==> src/rtl/aud_ser_pkg.sv <==
`timescale 1ns/1ps
package aud_ser_pkg;
   // Largest start offset supported, in rising edges after detection
   localparam int unsigned MAX_START_DELAY = 2;
   localparam int unsigned MIN_SAMPLE_W    = 2;

   typedef enum logic [1:0] {
      PH_IDLE = 2'd0,
      PH_LEAD = 2'd1,
      PH_DATA = 2'd2
   } tx_phase_e;
endpackage

==> src/rtl/aud_ser_hold.sv <==
`timescale 1ns/1ps
module aud_ser_hold #(
   parameter int unsigned SAMPLE_W = 16
) (
   input  logic                  bclk,
   input  logic                  rst_n,
   input  logic                  in_valid,
   input  logic [SAMPLE_W-1:0]   in_left,
   input  logic [SAMPLE_W-1:0]   in_right,
   input  logic                  take,
   output logic                  in_ready,
   output logic                  underrun,
   output logic [2*SAMPLE_W-1:0] pair_out
);
   localparam int unsigned PAIR_W = 2 * SAMPLE_W;

   logic              fresh;
   logic              accept;
   logic [PAIR_W-1:0] held;

   assign in_ready = ~fresh;
   assign accept   = in_valid & ~fresh;
   assign pair_out = held;

   always_ff @(posedge bclk or negedge rst_n) begin
      if (!rst_n) begin
         held     <= '0;
         fresh    <= 1'b0;
         underrun <= 1'b0;
      end else begin
         underrun <= take & ~fresh;
         if (accept) begin
            held  <= {in_left, in_right};
            fresh <= 1'b1;
         end else if (take) begin
            fresh <= 1'b0;
         end
      end
   end
endmodule

==> src/rtl/aud_ser_frame.sv <==
`timescale 1ns/1ps
module aud_ser_frame
   import aud_ser_pkg::*;
#(
   parameter int unsigned SAMPLE_W    = 16,
   parameter int unsigned START_DELAY = 1
) (
   input  logic bclk,
   input  logic rst_n,
   input  logic enable,
   input  logic lrc,
   output logic start,
   output logic shift_en,
   output logic launch
);
   localparam int unsigned FRAME_BITS = 2 * SAMPLE_W;
   localparam int unsigned CNT_W      = $clog2(FRAME_BITS);
   localparam int unsigned LEAD_CYC   = START_DELAY - 1;
   localparam logic [CNT_W-1:0] CNT_FIRST = CNT_W'(FRAME_BITS - 1);

   logic             lrc_q;
   tx_phase_e        phase;
   logic             lead_last;
   logic [CNT_W-1:0] bit_cnt;

   assign start    = enable & lrc & ~lrc_q;
   assign launch   = (phase == PH_DATA);
   assign shift_en = (phase == PH_DATA) & ~start;

   always_ff @(posedge bclk or negedge rst_n) begin
      if (!rst_n) lrc_q <= 1'b0;
      else        lrc_q <= lrc;
   end

   generate
      if (LEAD_CYC == 0) begin : g_nolead
         assign lead_last = 1'b1;
      end else begin : g_lead
         localparam int unsigned LEAD_W = (LEAD_CYC > 1) ? $clog2(LEAD_CYC) : 1;
         localparam logic [LEAD_W-1:0] LEAD_LAST = LEAD_W'(LEAD_CYC - 1);
         logic [LEAD_W-1:0] lead_cnt;
         always_ff @(posedge bclk or negedge rst_n) begin
            if (!rst_n)                 lead_cnt <= '0;
            else if (start)             lead_cnt <= '0;
            else if (phase == PH_LEAD)  lead_cnt <= lead_cnt + 1'b1;
         end
         assign lead_last = (lead_cnt == LEAD_LAST);
      end
   endgenerate

   always_ff @(posedge bclk or negedge rst_n) begin
      if (!rst_n) begin
         phase   <= PH_IDLE;
         bit_cnt <= '0;
      end else if (!enable) begin
         phase   <= PH_IDLE;
      end else if (start) begin
         phase   <= (LEAD_CYC == 0) ? PH_DATA : PH_LEAD;
         bit_cnt <= CNT_FIRST;
      end else begin
         case (phase)
            PH_LEAD: if (lead_last) phase <= PH_DATA;
            PH_DATA: begin
               if (bit_cnt == '0) phase   <= PH_IDLE;
               else               bit_cnt <= bit_cnt - 1'b1;
            end
            default: phase <= PH_IDLE;
         endcase
      end
   end
endmodule

==> src/rtl/aud_ser_shift.sv <==
`timescale 1ns/1ps
module aud_ser_shift #(
   parameter int unsigned SAMPLE_W = 16
) (
   input  logic                  bclk,
   input  logic                  rst_n,
   input  logic                  enable,
   input  logic                  load,
   input  logic [2*SAMPLE_W-1:0] load_data,
   input  logic                  shift_en,
   input  logic                  launch,
   output logic                  sdata
);
   localparam int unsigned PAIR_W = 2 * SAMPLE_W;

   logic [PAIR_W-1:0] sreg;

   always_ff @(posedge bclk or negedge rst_n) begin
      if (!rst_n)        sreg <= '0;
      else if (load)     sreg <= load_data;
      else if (shift_en) sreg <= {sreg[PAIR_W-2:0], 1'b0};
   end

   // Launch register on the falling edge keeps the line steady at each rising edge
   always_ff @(negedge bclk or negedge rst_n) begin
      if (!rst_n) sdata <= 1'b0;
      else        sdata <= enable & launch & sreg[PAIR_W-1];
   end
endmodule

==> src/rtl/aud_dsp_tx.sv <==
`timescale 1ns/1ps
module aud_dsp_tx
   import aud_ser_pkg::*;
#(
   parameter int unsigned SAMPLE_W    = 16,
   parameter int unsigned START_DELAY = 1
) (
   input  logic                bclk,
   input  logic                rst_n,
   input  logic                enable,
   input  logic                lrc,
   input  logic                in_valid,
   output logic                in_ready,
   input  logic [SAMPLE_W-1:0] in_left,
   input  logic [SAMPLE_W-1:0] in_right,
   output logic                sdata,
   output logic                underrun
);
   localparam int unsigned PAIR_W = 2 * SAMPLE_W;

   generate
      if (START_DELAY < 1 || START_DELAY > MAX_START_DELAY) begin : g_bad_delay
         $error("aud_dsp_tx: START_DELAY must be 1 or 2");
      end
      if (SAMPLE_W < MIN_SAMPLE_W) begin : g_bad_width
         $error("aud_dsp_tx: SAMPLE_W too small");
      end
   endgenerate

   logic              start;
   logic              shift_en;
   logic              launch;
   logic [PAIR_W-1:0] pair;

   aud_ser_hold #(.SAMPLE_W(SAMPLE_W)) u_hold (
      .bclk     (bclk),
      .rst_n    (rst_n),
      .in_valid (in_valid),
      .in_left  (in_left),
      .in_right (in_right),
      .take     (start),
      .in_ready (in_ready),
      .underrun (underrun),
      .pair_out (pair)
   );

   aud_ser_frame #(.SAMPLE_W(SAMPLE_W), .START_DELAY(START_DELAY)) u_frame (
      .bclk     (bclk),
      .rst_n    (rst_n),
      .enable   (enable),
      .lrc      (lrc),
      .start    (start),
      .shift_en (shift_en),
      .launch   (launch)
   );

   aud_ser_shift #(.SAMPLE_W(SAMPLE_W)) u_shift (
      .bclk      (bclk),
      .rst_n     (rst_n),
      .enable    (enable),
      .load      (start),
      .load_data (pair),
      .shift_en  (shift_en),
      .launch    (launch),
      .sdata     (sdata)
   );
endmodule

==> config.mk <==
export PLATFORM = sky130hd
export DESIGN_NAME = aud_dsp_tx
export DESIGN_NICKNAME = d
export VERILOG_FILES = /design/src/rtl/aud_ser_pkg.sv /design/src/rtl/aud_ser_hold.sv /design/src/rtl/aud_ser_frame.sv /design/src/rtl/aud_ser_shift.sv /design/src/rtl/aud_dsp_tx.sv
export SDC_FILE = /design/constraint.sdc
export NUM_CORES = 1
export LEC_CHECK = 0
export BUFFER_PORTS_ARGS = -buffer_cell sky130_fd_sc_hd__buf_2
export CORE_ASPECT_RATIO = 0.5
export CORE_MARGIN = 8
export CORE_UTILIZATION = 51
export CTS_CLUSTER_SIZE = 10
export DETAILED_ROUTE_END_ITERATION = 10
export PLACE_DENSITY_LB_ADDON = 0.3
export SYNTH_ARGS = -nofsm -noshare
export SYNTH_HDL_FRONTEND = slang
export SYNTH_SLANG_ARGS = --single-unit
==> constraint.sdc <==
create_clock -name bclk -period 1.45 [get_ports bclk]
set_clock_uncertainty 0.05 [all_clocks]
set_input_delay 0.29 -clock bclk [delete_from_list [all_inputs] [get_ports bclk]]
set_output_delay 0.29 -clock bclk [all_outputs]
set_load 0.01 [all_outputs]
**Yosys cells after proc, flatten, opt, wreduce, memory -nomap -nowiden**

Cells that the tools add are included.

- Flip-flop bits (word level): 75
- Bits of input ports: 37
- Output and inout bits: 3

- Add/subtract/negate cells: 1
- Eq/ne operators: 4
- Mux-type cells: 11
- Bitwise gates (word level): 10
- Reductions and logical operators: 5

Operators by type and width:

| cell | count |
|---|---|
| 2-to-1 mux 32 bit | 2 |
| 2-to-1 mux 5 bit | 3 |
| AND 1 bit | 7 |
| 2-to-1 mux 2 bit | 3 |
| nonzero test 2 bit | 3 |
| logical NOT 5 bit | 1 |
| subtractor 5 x 1 -> 5 bit (second input constant) | 1 |
| != test 4 bit (second input constant) | 1 |
| case mux 2 bit (2 select lines) | 1 |
| NOT 1 bit | 3 |
| AND reduction 3 bit | 1 |
| equality test 2 x 1 -> 1 bit (second input constant) | 1 |
| equality test 2 bit (second input constant) | 1 |
| 2-to-1 mux 1 bit | 2 |
| != test 2 x 1 -> 1 bit (second input constant) | 1 |

**Depth between registers and ports, before layout**

Gate-level depths: netlist of run 1.

- Word-level depth: 6
- Depth in mapped cells: 5
- Gate-level depth less buffers: 5

**By module**

From an unflattened synthesis of run 1, not the netlist that was laid out.

- Cell total of the unflattened synthesis: 246
- Area total of the unflattened synthesis: 3263.1 µm²

By module, submodules not included:

| module | times used | cells each | area an instance (µm²) |
|---|---|---|---|
| aud_ser_shift | 1 | 141 | 1546.5 |
| aud_ser_hold | 1 | 74 | 1388.8 |
| aud_ser_frame | 1 | 31 | 327.8 |

==> out/summary.txt, run 1 <==
post-synthesis sequential area ratio: 60.4%
Final WS setup: -450 ps
Via-to-Cell Ratio: 5.27
Worst-path clk slew: 50 ps
cell count of the worst hold path: 1
Clock Tree Root: clkbuf_16
reg2reg end: u_shift.sdata$_DFF_NN0_
post-synthesis cell count: 249
# diodes: 0
clock buffer depth: 2
Final Instance Count excl. Fillers: 378
antenna-violating nets left: 0
Max transition margin: 73.9%
grt total ovfl: 0
final hold vios: 0
Slew Viols, Final: 0
Cell variety after synth: 26
mapped cell area: 3070 um^2
number of global-route vias before repair: 2,021
Tot GR Track Use: 13.7%
R2R Path Start: u_frame.phase[1]$_DFFE_PN0P_
Hold WC Path Type: in -> reg
Worst-Skew Late Latency: 330 ps
Crit Path Max Fanout: 1
row count: 20
gpl congestion: 0.710
failing checks: negative setup slack
Top FF cell, synth: dfrtp_1
area grow syn2layout: 25.5%
Area contributors post-synth: dfrtp_1 (60%), mux2_2 (11%), mux2i_1 (10%), a21oi_1 (5.1%), nor2_1 (3.9%)
final setup violating endpoints: 2
top-area cell type share of the netlist area: 59.6%
commonest cells in the synthesized netlist: dfrtp_1 (73), nor2_1 (32), a21oi_1 (31), mux2_2 (31), mux2i_1 (31)
Startpoint Class: register
Tot Pwr: 7.40 mW
initial core utilization: 51.7%
P per Cell Area: 1920 nW/um^2
WP data required: 1110 ps
CTS tree: built
worst min-delay path startpoint: lrc
Post-synth EDFFs: 0
RSZ-0062 raised after global routing: yes
initial antenna violation count: 0
worst hold slack: 34.8 ps
die height: 70.8 um
die area: 8900 um^2
leak pwr: 1.70 nW
share of cells above drive strength 1: 34.9%
DR WL/cell: 15.3 um
DRC violations left: 0
I/O pin cnt: 40
Peak VDD IR: 0.747 mV
Die Wd: 126 um
slowest cell on the critical path: dfrtn_1
worst r2r path cells: 1
max incr delay on CP: 400 ps
DP HPWL: 3710 um
largest net degree at the start of global routing: 74
most frequent cell after synthesis: dfrtp_1
ys async rst share: 100%
clk sinks: 74
R2R Setup Slk: -20 ps
core area: 5930 um^2
Ys Warns: 0
Starting DRT DRC Count: 88
DR vias: 1,992
placed insts: 360
final net count: 336
# H-tree levels: 3
PortBufs: 39
Critical Path AT: 1560 ps
actual slew at the worst max-slew pin: 392 ps
syn_nets: 287
CP endpoint kind: output port
status: complete, but fails checks
Synth area leader: dfrtp_1
crit-path cells: buf_6
Crit path max-delay family: flip-flops
CTS buffer count: 9
max-cap viol count: 0
register bit total from synthesis: 74
first-pass GRT wire length: 9660 um
drt total wl: 5800 um
first-pass detailed-route iteration total: 4
hold path endpoint: u_frame.lrc_q$_DFF_PN0_
Worst Path Class, Setup: reg -> out
CP bufs+invs: 1
Mean Syn Cell Area: 12.3 um^2
layout make-up:
class	count	area [um^2]
tap	77	96.3
fill	441	2080
sequential	74	1850
multi-input combinational	154	1160
clock buffer	11	243
inverter	5	18.8
clock inverter	3	65.1
timing repair buffer	54	405
worst max path at each step:
| stage | startpoint | end | cells past startpoint |
|---|---|---|---|
| 6_report | u_shift.sdata$_DFF_NN0_ | sdata | 1 |
| 5_1_grt | u_shift.sdata$_DFF_NN0_ | sdata | 1 |
| 4_1_cts | u_shift.sdata$_DFF_NN0_ | sdata | 1 |
| 3_5_place_dp | u_shift.sdata$_DFF_NN0_ | sdata | 1 |
| 3_3_place_gp | u_shift.sdata$_DFF_NN0_ | sdata | 1 |
| 2_1_floorplan | u_frame.phase[1]$_DFFE_PN0P_ | u_shift.sdata$_DFF_NN0_ | 3 |
kinds of logic (layout without fill, tap and decap cells):
family	after synthesis	after routing	synth area share (%)
mux	62	62	21.5
fa+ha+maj	1	1	0.408
flops	74	74	60.4
simple gates	49	49	7.10
compound gates	42	42	7.43
buf+inv	21	73	3.14
what timing repair did:
item | 4_1_cts | 5_1_grt
endpoints found under the hold margin | 73 | 0
pin swaps | 0 | 1
endpoints found under the setup margin | 24 | 22
hold buffers | 1 | 0
resized for setup | 2 | 8
setup buffers | 0 | 3
metal layers:
| metal | up-vias | wire length [um] | global-route usage, % |
|---|---|---|---|
| met1 | 975 | 2600 | 16.1 |
| met2 | 39 | 2750 | 21.5 |
| met5 | - | 0 | 0 |
| li1 | 968 | - | - |
| met4 | 0 | 110 | 6.82 |
| met3 | 10 | 339 | 5.62 |
cells in the final DEF (no fill, tap or decap), types with 2 or more instances in the layout:
cell type  count
buf_2         37
inv_2          2
mux2i_1       31
clkbuf_16      9
buf_6          2
nand2_1        5
nand3b_1       2
nor2_1        32
inv_1          3
o21ai_0        5
bufinv_16      2
buf_12         6
a21oi_1       31
nand3_1        3
buf_4          7
o211ai_1       2
or3_1          2
mux2_2        31
dfrtp_1       72
where the power goes:
group	switching [mW]	total (mW)	internal [mW]
clock	0.785	2.31	1.53
sequential	0.505	3.50	3.00
combinational	0.641	1.59	0.946
flip-flops by register name, summed over array words and instances, names as in the netlist:
register,count
u_shift.sreg,32
u_hold.underrun,1
u_hold.fresh,1
u_hold.pair_out,32
u_shift.sdata,1
u_frame.lrc_q,1
u_frame.phase,1
u_frame.bit_cnt,5
stage by stage:
| step | setup WS, ps | cell area [um^2] | utilization (%) | setup TNS, ps |
|---|---|---|---|---|
| floorplan | -234 | 3090 | - | -261 |
| global placement | -95.0 | 3460 | 58.3 | -125 |
| global route | -475 | 3850 | 64.9 | -529 |
| detailed placement | -107 | 3460 | 58.3 | -397 |
| CTS | -471 | 3790 | 63.9 | -490 |
| finish | -450 | 3850 | 64.9 | -473 |
(Power assumes the default switching activity.)
==> inputs of run 2 (changes only) <==
- CORE_UTILIZATION: 51 -> 52
- SYNTH_HIERARCHICAL: default -> 1
==> out/summary.txt, run 2 <==
antenna-violating nets left: 0 (unchanged)
slowest cell on the critical path: dfrtn_1
Tot GR Track Use: 14.7% (+1.1 points)
Placed Area: 3610 um^2 (+4.2%)
largest family of logic cells by synthesized area: multiplexers
simple-gate area share of the yosys netlist: 6.83% (-0.28 points)
Worst-Skew Late Latency: 330 ps (about the same)
Peak VDD IR: 1.02 mV (+37%)
met2 Resource Use GR: 25.0% (+3.5 points)
adder-cell share of the synthesized area: 0.383% (-0.025 points)
leak pwr: 1.78 nW (+4.8%)
Pint: 5.47 mW (about the same)
Die Wd: 128 um (+1.9%)
max-cap viol count: 0 (unchanged)
actual slew at the worst max-slew pin: 383 ps (-8.62 ps)
worst slack at placement: -107 ps (-0.537 ps)
most frequent cell after synthesis: dfrtp_1
Slew Viols, Final: 0 (unchanged)
syn_nets: 284 (-1.0%)
failing checks: negative setup slack
post-synthesis sequential area ratio: 56.7% (-3.7 points)
initial core utilization: 53.9% (+2.2 points)
first-pass GRT wire length: 10,700 um (+11%)
area grow syn2layout: 22.0%
Max transition margin: 74.4% (+0.57 points)
commonest cells after routing, fill and taps aside: dfrtp_1 (72), buf_2 (39), nand2_1 (34), mux2i_1 (30), mux2_4 (29)
CTS buffer count: 9 (unchanged)
Final Cell Area: 3980 um^2 (+3.5%)
RSZ-0062 raised after global routing: yes
first-pass detailed-route iteration total: 4 (unchanged)
PortBufs: 39 (unchanged)
Crit Path Max Fanout: 1 (unchanged)
Synth area leader: dfrtp_1
CTS tree: built
status: complete, but fails checks
number of global-route vias before repair: 2,226 (+10%)
switching power of the nets: 2.01 mW (+4.1%)
commonest non-fill, non-tap cell in the layout: dfrtp_1
area fraction in compound gates after synthesis: 7.06% (-0.37 points)
M1 GR Usage: 16.8% (+0.71 points)
final net count: 337 (+0.30%)
core area: 6060 um^2 (+2.1%)
mapped cell area: 3260 um^2 (+6.4%)
met3 GRT Util: 5.41% (-0.21 points)
die area: 9220 um^2 (+3.6%)
DP HPWL: 4050 um (+9.1%)
row count: 20 (unchanged)
Layout fillers: 464 (+5.2%)
Seq pwr share: 47.1% (-0.2 points)
gpl congestion: 0.756 (+6.4%)
Top Usage Layer GRT: met2
Startpoint Class: register
DR vias: 1,987 (-0.25%)
Clock Tree Root: clkbuf_16
Comb pwr share: 24.0% (+2.6 points)
Area contributors post-synth: dfrtp_1 (56%), mux2_4 (13%), mux2i_1 (9.5%), o21ai_1 (4.1%), nand2_1 (3.9%)
DRC violations left: 0 (unchanged)
Worst-path clk slew: 50 ps (about the same)
Cell variety after synth: 28 (+7.7%)
top-area cell type share of the netlist area: 56.0% (-3.6 points)
clk sinks: 74 (unchanged)
commonest cells in the synthesized netlist: dfrtp_1 (73), nand2_1 (34), mux2i_1 (31)
crit-path cells: buf_2
I/O pin cnt: 40 (unchanged)
P per Cell Area: 1880 nW/um^2 (-2.4%)
post-synthesis cell count: 246 (-1.2%)
Hold WC Path Type: in -> reg
CP endpoint kind: output port
# H-tree levels: 3 (unchanged)
final setup violating endpoints: 4 (+2)
Final WS setup: -450 ps (+0.100 ps)
ys async rst share: 100% (unchanged)
register bit total from synthesis: 74 (unchanged)
Ys Warns: 6 (+6)
initial antenna violation count: 0 (unchanged)
Critical Path AT: 1560 ps (about the same)
drt total wl: 6230 um (+7.4%)
Worst Path Class, Setup: reg -> out
CP bufs+invs: 1 (unchanged)
Top FF cell, synth: dfrtp_1
DR WL/cell: 15.9 um (+3.5%)
grt total ovfl: 0 (unchanged)
Via-to-Cell Ratio: 5.07 (-3.8%)
clock share of power: 28.9% (-2.4 points)
share of cells above drive strength 1: 38.5% (+3.6 points)
Mean Syn Cell Area: 13.3 um^2 (+7.7%)
Post-synth EDFFs: 0 (unchanged)
largest net degree at the start of global routing: 74 (unchanged)
Crit path max-delay family: flip-flops
Sw Share: 26.9% (+0.78 points)
die height: 72.0 um (+1.7%)
mux share of post-synthesis cell area: 23.9% (+2.4 points)
WP data required: 1110 ps (about the same)
final hold vios: 0 (unchanged)
Starting DRT DRC Count: 129 (+47%)
# diodes: 0 (unchanged)
clock buffer depth: 2 (unchanged)
max incr delay on CP: 380 ps (-20 ps)
Synth Area in XOR/XNOR: 0% (unchanged)
worst hold slack: 38.8 ps (+3.96 ps)
## run 2: changes by cell type in the layout (fill, tap and decap cells not counted), moves of 4 or more
cell,delta
buf_4,+4
mux2_4,+29
nor2_1,-32
o21ai_2,+4
o21ai_1,+28
mux2_2,-28
a21oi_1,-30
nand2_1,+29
## run 2: final timing paths
check	endpoint	depth (start not counted)	slack [ps]	from
min reg2reg	u_shift/sreg[19]$_DFFE_PN0P_	2	440	u_hold/pair_out[19]$_DFFE_PN0P_
max reg2reg	u_frame/bit_cnt[3]$_DFFE_PN0P_	3	-100	u_frame/bit_cnt[1]$_DFFE_PN0P_
min in group asynchronous	u_hold/pair_out[31]$_DFFE_PN0P_	3	500	rst_n
min	u_frame/lrc_q$_DFF_PN0_	1	40	lrc
max in group asynchronous	u_shift/sdata$_DFF_NN0_	2	370	rst_n
max	sdata	1	-450	u_shift/sdata$_DFF_NN0_
## run 2: metal layers
metal  vias up  wire, um
li1        961         -
met1       988      2800
met2        29      3070
met3         9       259
met4         0        98
met5         -         0
## run 2: area by class of cell
class | instances | area [um^2] | area share (%)
clock buffers | 13 | 250 | 6.29
inverters | 4 | 17.5 | 0.440
well taps | 88 | 110 | 2.77
repair buffers | 57 | 408 | 10.2
flip-flops and latches | 74 | 1850 | 46.5
multi-input cells | 153 | 1300 | 32.7
clock inverters | 3 | 40.0 | 1.01
## run 2: cells by family (layout without fill, tap and decap cells)
group	count (synthesis)	in the layout
simple gates	48	48
fa+ha+maj	1	1
buf+inv	19	77
mux	63	63
compound gates	41	41
flops	74	74
## run 2: power groups by stage
stage | sequential (mW) | clock [mW] | combinational [mW]
2_1_floorplan | 3.35 | 0 | 1.42
6_report | 3.53 | 2.16 | 1.80
4_1_cts | 3.53 | 2.21 | 1.77
5_1_grt | 3.64 | 2.30 | 1.97
3_3_place_gp | 3.49 | 0 | 1.64
3_5_place_dp | 3.54 | 0 | 1.72
## run 2: per-stage QoR
stage	utilization [%]	setup TNS [ps]	total power, mW	instances
floorplan	-	-29.1	4.76	246
global placement	59.5	-129	5.13	372
detailed placement	59.5	-309	5.26	372
CTS	65.0	-547	7.50	390
global route	65.7	-762	7.91	392
finish	65.7	-608	7.48	392
## run 2: repair_timing
action,CTS,global route
setup endpoints to repair,5,16
setup buffers,1,2
hold buffers,1,0
pin swaps,2,3
endpoints found under the hold margin,73,0
resized for setup,6,10
==> inputs of run 3 (changes only) <==
- CORE_MARGIN: 8 -> 2
- clock period: 1.45 -> 1.6 ns (I/O delays scaled with it)
==> out/summary.txt, run 3 (synthesized netlist as in run 2, its figures left out) <==
Final WS setup: -392 ps (+57.8 ps)
Clock Tree Root: clkbuf_16
DR vias: 1,915 (-3.6%)
commonest cells after routing, fill and taps aside: dfrtp_1 (73), buf_2 (39), nand2_1 (34), mux2i_1 (31), mux2_4 (29)
worst hold slack: -19.1 ps (-57.8 ps)
max-cap viol count: 0 (unchanged)
Via-to-Cell Ratio: 4.96 (-2.1%)
Slew Viols, Final: 0 (unchanged)
PortBufs: 39 (unchanged)
final net count: 331 (-1.8%)
number of global-route vias before repair: 1,988 (-11%)
actual slew at the worst max-slew pin: 391 ps (+7.87 ps)
Tot Pwr: 6.82 mW (-8.9%)
antenna-violating nets left: 0 (unchanged)
RSZ-0062 raised after global routing: yes
row count: 20 (unchanged)
slowest cell on the critical path: dfrtn_1
area grow syn2layout: 19.7%
Worst-path clk slew: 50 ps (about the same)
core area: 6060 um^2 (unchanged)
Tot GR Track Use: 17.9% (+3.2 points)
final setup violating endpoints: 1 (-3)
Die Wd: 116 um (-9.4%)
leak pwr: 1.76 nW (-1.2%)
share of cells above drive strength 1: 35.6% (-2.9 points)
I/O pin cnt: 40 (unchanged)
final hold vios: 11 (+11)
clk sinks: 74 (unchanged)
DP HPWL: 3540 um (-13%)
DRC violations left: 0 (unchanged)
Peak VDD IR: 0.978 mV (-4.4%)
hold_buf cts: 0 (-1)
DR WL/cell: 14.2 um (-11%)
P per Cell Area: 1740 nW/um^2 (-7.1%)
Layout fillers: 477 (+2.8%)
Crit path max-delay family: flip-flops
grt total ovfl: 0 (unchanged)
Startpoint Class: register
die height: 60.0 um (-17%)
CTS buffer count: 9 (unchanged)
Resize count post-CTS: 0 (-6)
drt total wl: 5480 um (-12%)
register area: 1850 um^2 (about the same)
largest net degree at the start of global routing: 74 (unchanged)
setup bufs post-CTS: 0 (-1)
initial antenna violation count: 0 (unchanged)
critical path startpoint: u_shift/sdata$_DFF_NN0_
commonest non-fill, non-tap cell in the layout: dfrtp_1
Max transition margin: 73.9% (-0.52 points)
WP data required: 1230 ps (+120 ps)
CTS tree: built
Starting DRT DRC Count: 76 (-41%)
max incr delay on CP: 370 ps (about the same)
Hold WC Path Type: in -> async
Multi-input gate area: 1260 um^2 (-3.1%)
die area: 6960 um^2 (-24%)
CP endpoint kind: output port
gpl congestion: 0.761 (+0.66%)
Worst-Skew Late Latency: 330 ps (about the same)
first-pass GRT wire length: 9320 um (-13%)
failing checks: negative hold slack, negative setup slack
Crit Path Max Fanout: 1 (unchanged)
clock buffer depth: 2 (unchanged)
crit-path cells: buf_2
Critical Path AT: 1620 ps (+60 ps)
first-pass detailed-route iteration total: 4 (unchanged)
R2R Path Start: u_shift/sreg[31]$_DFFE_PN0P_
Worst Path Class, Setup: reg -> out
# H-tree levels: 3 (unchanged)
initial core utilization: 53.9% (unchanged)
CP bufs+invs: 1 (unchanged)
status: complete, but fails checks
# diodes: 0 (unchanged)
run 3: layout make-up:
cell class / instances / area share (%)
Clock buffer: 10 / 6.12
Tap cell: 88 / 2.82
Timing Repair Buffer: 51 / 8.90
Sequential cell: 74 / 47.4
Inverter: 4 / 0.384
Clock inverter: 6 / 2.05
Multi-Input combinational cell: 153 / 32.3
run 3: power by group:
group | internal, mW | switching [mW] | total (mW)
clock network | 1.39 | 0.719 | 2.11
registers | 2.70 | 0.483 | 3.18
logic | 0.966 | 0.559 | 1.52
total | 5.06 | 1.76 | 6.82
run 3: path summary, 6_finish.rpt:
| check | slack (ps) | end | cells after the start |
|---|---|---|---|
| worst max-delay path | -390 | sdata | 1 |
| worst min-delay path | -20 | u_hold/pair_out[28]$_DFFE_PN0P_ | 2 |
| worst max register to register | 40 | u_shift/sdata$_DFF_NN0_ | 1 |
| worst min register to register | 450 | u_shift/sreg[0]$_DFFE_PN0P_ | 2 |
| max in group asynchronous | 940 | u_shift/sdata$_DFF_NN0_ | 1 |
| min in group bclk | 60 | u_frame/lrc_q$_DFF_PN0_ | 1 |
run 3: metal layers:
metal	part of all wire (%)	GRT usage, %	routed length (um)
met1	48	22.8	2630
met2	46	28.4	2540
met3	4.3	7.30	235
met4	1.4	6.12	78
met5	0	0	0
run 3: stage by stage:
stage                     instance area, um^2  setup slack (ps)  utilization (%)  setup TNS, ps  cells
after floorplan                          3260              17.8                -              0    246
after global placement                   3580             -49.0             59.1          -49.0    370
after detailed placement                 3580             -43.4             59.1          -43.4    370
after CTS                                3900              -405             64.4           -405    386
after global routing                     3910              -411             64.5           -411    386
final                                    3910              -392             64.5           -392    386
